## src/rtl/pit_pkg.sv

```systemverilog
package pit_pkg;
    typedef enum logic {
        PIT_IDLE = 1'b0,
        PIT_RUN  = 1'b1
    } pit_state_e;
endpackage

```

## src/rtl/pit_core.sv

```systemverilog
module pit_core
    import pit_pkg::*;
#(
    parameter int CNT_W = 32
) (
    input  logic             clk,
    input  logic             rst_n,
    input  logic             tick,
    input  logic             wr_en,
    input  logic [CNT_W-1:0] wr_data,
    input  logic             reload_en,
    output logic [CNT_W-1:0] count,
    output logic             expire
);
    localparam logic [CNT_W-1:0] CNT_ONE  = CNT_W'(1);
    localparam logic [CNT_W-1:0] CNT_ZERO = '0;

    pit_state_e       state_q, state_d;
    logic [CNT_W-1:0] cnt_q, shadow_q;

    // state register
    always_ff @(posedge clk) begin
        if (!rst_n) state_q <= PIT_IDLE;
        else        state_q <= state_d;
    end

    // next state: start, halt, expire-stop, expire-reload
    always_comb begin
        state_d = state_q;
        unique case (state_q)
            PIT_IDLE: begin
                if (wr_en && wr_data != CNT_ZERO) state_d = PIT_RUN;
            end
            PIT_RUN: begin
                if (wr_en)
                    state_d = (wr_data != CNT_ZERO) ? PIT_RUN : PIT_IDLE;
                else if (tick && cnt_q == CNT_ONE && !reload_en)
                    state_d = PIT_IDLE;
            end
            default: state_d = PIT_IDLE;
        endcase
    end

    // outputs of the machine
    always_comb begin
        expire = 1'b0;
        unique case (state_q)
            PIT_RUN:  expire = tick && !wr_en && (cnt_q == CNT_ONE);
            default:  expire = 1'b0;
        endcase
    end

    // datapath: write beats tick
    always_ff @(posedge clk) begin
        if (!rst_n) begin
            cnt_q    <= CNT_ZERO;
            shadow_q <= CNT_ZERO;
        end else if (wr_en) begin
            cnt_q    <= wr_data;
            shadow_q <= wr_data;
        end else if (expire) begin
            cnt_q    <= reload_en ? shadow_q : CNT_ZERO;
        end else if (state_q == PIT_RUN && tick) begin
            cnt_q    <= cnt_q - CNT_ONE;
        end
    end

    assign count = cnt_q;

    AST_WRITE_LANDS: assert property (@(posedge clk) disable iff (!rst_n)
        wr_en |=> cnt_q == $past(wr_data));
    AST_TICK_STEP: assert property (@(posedge clk) disable iff (!rst_n)
        (state_q == PIT_RUN && tick && !wr_en && cnt_q != CNT_ONE)
        |=> cnt_q == $past(cnt_q) - CNT_ONE);
    AST_IDLE_HOLD: assert property (@(posedge clk) disable iff (!rst_n)
        (state_q == PIT_IDLE && !wr_en) |=> $stable(cnt_q));
    AST_RUN_NONZERO: assert property (@(posedge clk) disable iff (!rst_n)
        state_q == PIT_RUN |-> cnt_q != CNT_ZERO);
    AST_RELOAD_SHADOW: assert property (@(posedge clk) disable iff (!rst_n)
        (expire && reload_en) |=> cnt_q == $past(shadow_q));
endmodule

```

## src/rtl/pit_flag.sv

```systemverilog
module pit_flag (
    input  logic clk,
    input  logic rst_n,
    input  logic expire,
    input  logic sts_clr,
    input  logic irq_en,
    output logic status,
    output logic irq
);
    logic sts_q;

    always_ff @(posedge clk) begin
        if (!rst_n)       sts_q <= 1'b0;
        else if (expire)  sts_q <= 1'b1;
        else if (sts_clr) sts_q <= 1'b0;
    end

    assign status = sts_q;
    assign irq    = sts_q & irq_en;

    AST_EXPIRE_SETS: assert property (@(posedge clk) disable iff (!rst_n)
        expire |=> sts_q);
    AST_FLAG_STICKY: assert property (@(posedge clk) disable iff (!rst_n)
        (sts_q && !sts_clr) |=> sts_q);
    AST_CLEAR_WORKS: assert property (@(posedge clk) disable iff (!rst_n)
        (sts_clr && !expire) |=> !sts_q);
endmodule

```

## src/rtl/interval_timer.sv

```systemverilog
module interval_timer #(
    parameter int CNT_W = 32
) (
    input  logic             clk,
    input  logic             rst_n,
    input  logic             tick,
    input  logic             wr_en,
    input  logic [CNT_W-1:0] wr_data,
    input  logic             reload_en,
    input  logic             irq_en,
    input  logic             sts_clr,
    output logic [CNT_W-1:0] count,
    output logic             status,
    output logic             irq
);
    logic expire;

    pit_core #(.CNT_W(CNT_W)) u_core (
        .clk       (clk),
        .rst_n     (rst_n),
        .tick      (tick),
        .wr_en     (wr_en),
        .wr_data   (wr_data),
        .reload_en (reload_en),
        .count     (count),
        .expire    (expire)
    );

    pit_flag u_flag (
        .clk     (clk),
        .rst_n   (rst_n),
        .expire  (expire),
        .sts_clr (sts_clr),
        .irq_en  (irq_en),
        .status  (status),
        .irq     (irq)
    );

    AST_IRQ_QUIET: assert property (@(posedge clk) disable iff (!rst_n)
        !status |-> !irq);
endmodule

```

## config.mk

```make
export PLATFORM = sky130hd
export DESIGN_NAME = interval_timer
export DESIGN_NICKNAME = d
export VERILOG_FILES = /design/src/rtl/pit_pkg.sv /design/src/rtl/pit_core.sv /design/src/rtl/pit_flag.sv /design/src/rtl/interval_timer.sv
export SDC_FILE = /design/constraint.sdc
export NUM_CORES = 1
export LEC_CHECK = 0
export BUFFER_PORTS_ARGS = -buffer_cell sky130_fd_sc_hd__clkbuf_2
export CELL_PAD_IN_SITES_DETAIL_PLACEMENT = 0
export CELL_PAD_IN_SITES_GLOBAL_PLACEMENT = 1
export CORE_MARGIN = 3
export CORE_UTILIZATION = 35
export CTS_CLUSTER_SIZE = 12
export DETAILED_ROUTE_END_ITERATION = 10
export HOLD_SLACK_MARGIN = 0.06
export PLACE_DENSITY = 0.71
export SYNTH_ARGS = -nofsm -noshare
export SYNTH_HDL_FRONTEND = slang
export SYNTH_SLANG_ARGS = --single-unit
```

## constraint.sdc

```tcl
create_clock -name clk -period 1.9 [get_ports clk]
set_input_delay 0.095 -clock clk [delete_from_list [all_inputs] [get_ports clk]]
set_output_delay 0.095 -clock clk [all_outputs]
set_load 0.01 [all_outputs]
```

=== Yosys cells after proc, flatten, opt, wreduce, memory -nomap -nowiden ===
Cells that the tools add are included.

* Bits in registers: 66
* Bits of input ports: 39
* Output and inout bits: 34

* Add/subtract/negate cells: 1
* Equality and inequality tests: 1
* Mux-type cells: 12
* Bitwise logic cells: 2
* Reduce and logical (&&, ||, !) cells: 11

{| class="wikitable"
|+ Operators by type and width
! operator !! count
|-
| 32-bit 2-to-1 mux || 4
|-
| 32-bit by 1-bit == test with 1-bit output (second input constant) || 1
|-
| 32-bit nonzero test || 1
|-
| 32-bit by 1-bit subtractor with 32-bit output (second input constant) || 1
|-
| 1-bit 2-to-1 mux || 7
|-
| 1-bit logical AND || 6
|-
| 3-bit nonzero test || 1
|-
| 1-bit zero test || 2
|-
| 1-bit case mux with 2 select lines || 1
|-
| 2-bit nonzero test || 1
|-
| 1-bit bitwise AND || 1
|-
| 1-bit inverter || 1
|}

=== Longest topological paths before layout ===
* Word-level depth: 6
* Gate-level depth with buffers: 9

=== Hierarchy ===
Synthesis repeated with hierarchy kept, for this count alone.

* Cells, all modules: 462
* Area total of the unflattened synthesis: 3743.6 µm²

{| class="wikitable"
|+ By module, submodules not included
! module !! times used !! cells each !! area an instance (µm²) !! sequential area each (µm²)
|-
| pit_core || 1 || 458 || 3694.8 || 1301.2
|-
| pit_flag || 1 || 4 || 48.8 || 20.0
|}

=== Least setup slack after synthesis ===
No wires, ideal clock.

* Path type: reg2reg
* Start: register u_core.cnt_q[0], in the netlist u_core.count[0]
* End: register u_core.cnt_q[12], in the netlist u_core.count[12]
* Setup time: 0.083 ns
* Data arrival time: 2.076 ns
* Required time: 1.817 ns
* Slack: -0.259 ns
* Cell stages (with the launch flop): 9
* Cells stage by stage: dfxtp_1 -> inv_1 -> ha_1 -> nor3b_1 -> nand2_1 -> or3_1 -> or3_1 -> a211o_1 -> o221ai_1

* Word-level cells in the longest chain between the ends: 5
* Elaborated cells between the ends (all ways): 8
* Classes of those cells: add/sub (1); eq/ne (1); mux (4); reduce/logical (2)

{| class="wikitable"
|+ RTL lines
! what !! line !! text
|-
| start, declared || pit_core.sv:19 || <nowiki>logic [CNT_W-1:0] cnt_q, shadow_q;</nowiki>
|-
| start signal, assigned || pit_core.sv:59 || <nowiki>cnt_q <= wr_data;</nowiki>
|-
| start signal, assigned || pit_core.sv:62 || <nowiki>cnt_q <= reload_en ? shadow_q : CNT_ZERO;</nowiki>
|-
| start signal, assigned || pit_core.sv:64 || <nowiki>cnt_q <= cnt_q - CNT_ONE;</nowiki>
|-
| branches (longest 5 deep; another with 32-bit by 1-bit subtractor with 32-bit output) || -- ||
|}

Parallel ways; which one is timed is not known. The select of a mux whose other input is x is not followed.
A chain may end at the register's enable or synchronous reset.

=== Worst setup path in the final report ===
* Start: register u_core.cnt_q[17], in the netlist u_core.count[17]
* End: register u_core.cnt_q[27], in the netlist u_core.count[27]

Same word-level chain as after synthesis.

==> qor.txt <==
WHS: 67.07 ps
Yosys top cell by area: dfxtp_1
EDFF count, synth: 0
Hold Path Class: in -> reg
Fin. Hold Viols: 0
PnR worst setup slack: -214.8 ps
CTS clock-pin slew for the worst setup and hold paths: 70 ps
Reg2Reg Depth: 7
crit path launch type: register
H-Tree Depth: 3
Filler Cells Inserted: 996
clock latency at the later pin of the worst-skew pair: 350 ps
Final Skew: 12.87 ps
CTS sink count: 66
gr usage total: 0.2379
reg2reg setup slack: -210 ps
top_reg_cell synth: dfxtp_1
share of cells above drive strength 1: 0.3978
fmax: 0.4729 GHz
worst hold stages: 4
WP buf/inv: 1
Worst EP required: 2170 ps
Setup Viol. Count Final: 29
Yosys top cell area share: 0.3516
largest net degree at the start of global routing: 73
die area: 0.01201 sq mm
Via-to-Cell Ratio: 5.370
status: complete, but fails checks
syn nets: 498
I/O Buffers: 72
sequential fraction of the synthesis area: 0.3516
CTS tree: built
first-pass GRT wire length: 22090 microns
hold path endpoint: u_flag.status$_SDFFE_PN0P_
setup TNS: -2723 ps
Power Density: 737.9 mW/mm^2
CP Cell Sequence: nor4_4 > buf_4 > nand4b_1 > or3_4 > or3_4 > o31a_1 > o22ai_1
Cell Area, Synth: 0.003757 sq mm
# nets final: 687
worst vdd ir: 0.4209 mV
routed wire length: 13740 microns
Setup crit end kind: register
relative slew slack: 0.7501
Clock Path Buffers: 2
core area: 0.01037 sq mm
most common cell in the netlist: nand2_1
CP Class: reg -> reg
die width: 109.6 microns
asr flop ratio synth: 0
period utilization: 1.113
synth unique cells: 61
Worst path top cell family by delay: simple AND/OR/NAND/NOR gates
GP Congestion: 0.8966
diode count: 0
crit-path max FO: 2
Slowest cell on crit path: or3_4
hpwl dp: 9895 microns
antenna-violating nets left: 0
average cell area after synthesis: 8.222 sq um
DRC: 0
violated checks: negative setup slack
RSZ-0062 raised after global routing: true
Die Height: 109.6 microns
CP dominant cell by count: or3_4
Iteration-0 DRC Markers: 192
area added between synthesis and finish: 55.91%
synth cell count leaders: nand2_1, dfxtp_1, nor2b_1
WL/cell: 17.46 microns
# Max-Cap Violations: 0
warnings from Yosys: 0
Ports: 73
Starting Density: 0.3623
FF-to-FF End: u_core.count[27]$_SDFFE_PN0P_
total congestion overflow: 0
worst slew pin tran: 371.5 ps
Synth Instances: 457
Critical Path AT: 2390 ps
min Tclk post-route: 2115 ps
Via Count: 4226
LEAKAGE: 2.526 nW
initial antenna violation count: 0
CTS Buf Count: 9
Final Max Slew Viols: 0
min-delay src: sts_clr
Worst path max stage delay: 350 ps
vias in the first global route: 4272
Seq cells post-synth: 66
Rows: 37
CTS root buffer: clkbuf_8
top post-synthesis cells by area: dfxtp_1, nand2_1, mux2i_1
r2r startpoint: u_core.count[17]$_SDFFE_PN0P_
total iterations of the first detailed-routing run: 5
==> cell usage in the layout (no fill, tap or decap), drive strengths merged, types with 3 or more instances in the layout <==
| cell type | Yosys | routed |
|---|---|---|
| nand4 | 8 | 8 |
| and2 | 6 | 6 |
| nor4 | 17 | 17 |
| or3 | 12 | 12 |
| dlygate4sd3 | 0 | 21 |
| o21ai | 22 | 22 |
| a22oi | 7 | 7 |
| and3 | 3 | 3 |
| and4 | 3 | 3 |
| a21boi | 14 | 14 |
| mux2i | 23 | 23 |
| a21o | 3 | 3 |
| inv | 4 | 4 |
| nor2 | 18 | 18 |
| o22ai | 3 | 3 |
| buf | 4 | 109 |
| a22o | 13 | 13 |
| clkbuf | 20 | 84 |
| o211ai | 8 | 8 |
| dfxtp | 66 | 66 |
| a31oi | 8 | 8 |
| nor2b | 25 | 25 |
| nand2 | 73 | 73 |
| nand3 | 20 | 20 |
| a21oi | 20 | 20 |
| nor3 | 16 | 16 |
| o31a | 3 | 3 |
| bufinv | 0 | 3 |
==> kinds of logic after synthesis <==
family,count (synthesis),share of synthesized area
flip-flops,66,0.3516
adder cells (fa/ha/maj),2,0.006659
AND/OR/NAND/NOR,208,0.3037
AO/OA/AOI/OAI,128,0.2428
buffers and inverters,29,0.03163
multiplexers,23,0.06127
XOR/XNOR,1,0.002331
==> metal layers <==
metal,global-route usage,part of all wire,wire length (microns)
met2,0.3814,0.47,6494
met5,0,0,0
met3,0.05226,0.043,592
met4,0.07658,0.015,205
met1,0.3178,0.47,6450
==> power by group <==
group | total (mW) | switching, mW | internal [mW]
Combinational | 1.24 | 0.624 | 0.614
Sequential | 1.57 | 0.0852 | 1.48
Clock | 1.52 | 0.573 | 0.945
==> stage by stage <==
step / util / cells / instance area (sq um) / total power, mW / setup WS [ps]
global placement: 0.4862 / 739 / 5042 / 2.663 / -202.9
detailed placement: 0.4862 / 739 / 5042 / 2.676 / -229.4
finish: 0.5649 / 787 / 5858 / 4.323 / -214.8
floorplan: - / 457 / 3824 / 2.133 / -168.0
global route: 0.5649 / 787 / 5858 / 4.536 / -268.3
CTS: 0.5510 / 784 / 5714 / 4.291 / -188.8
==> what timing repair did <==
action	CTS	global route
hold buffers	21	0
resized for setup	40	27
endpoints found under the setup margin	32	33
setup buffers	9	4
pin swaps	29	15
endpoints found under the hold margin	21	0
==> how the worst max path moves through the flow <==
stage | depth (start not counted) | from | to
after global routing | 8 | u_core.count[17]$_SDFFE_PN0P_ | u_core.count[6]$_SDFFE_PN0P_
after CTS | 9 | u_core.count[1]$_SDFFE_PN0P_ | u_core.count[12]$_SDFFE_PN0P_
after detailed placement | 7 | u_core.count[17]$_SDFFE_PN0P_ | u_core.count[12]$_SDFFE_PN0P_
after global placement | 8 | u_core.count[1]$_SDFFE_PN0P_ | u_core.count[26]$_SDFFE_PN0P_
final | 7 | u_core.count[17]$_SDFFE_PN0P_ | u_core.count[27]$_SDFFE_PN0P_
after floorplan | 8 | u_core.count[1]$_SDFFE_PN0P_ | u_core.count[26]$_SDFFE_PN0P_
==> area by class of cell <==
cell class	instances	area [sq um]	area share
clock buffers	12	155.1	0.02648
clock inverters	4	97.59	0.01666
repair buffers	202	1488	0.2540
inverters	5	26.28	0.004485
well taps	136	170.2	0.02905
flip-flops and latches	66	1341	0.2290
multi-input cells	362	2580	0.4404
==> sequential cells by signal, summed over array words and instances (netlist names) <==
signal           cells
u_core.count        32
u_core.shadow_q     32
u_core.state_q       1
u_flag.status        1
==> tightest hold or removal path, delay by kind of cell <==
family | cells | cell delay, ps
compound gates | 1 | 110
simple gates | 2 | 90
buf+inv | 1 | 80
No activity file was read; power rests on OpenSTA's default activity.
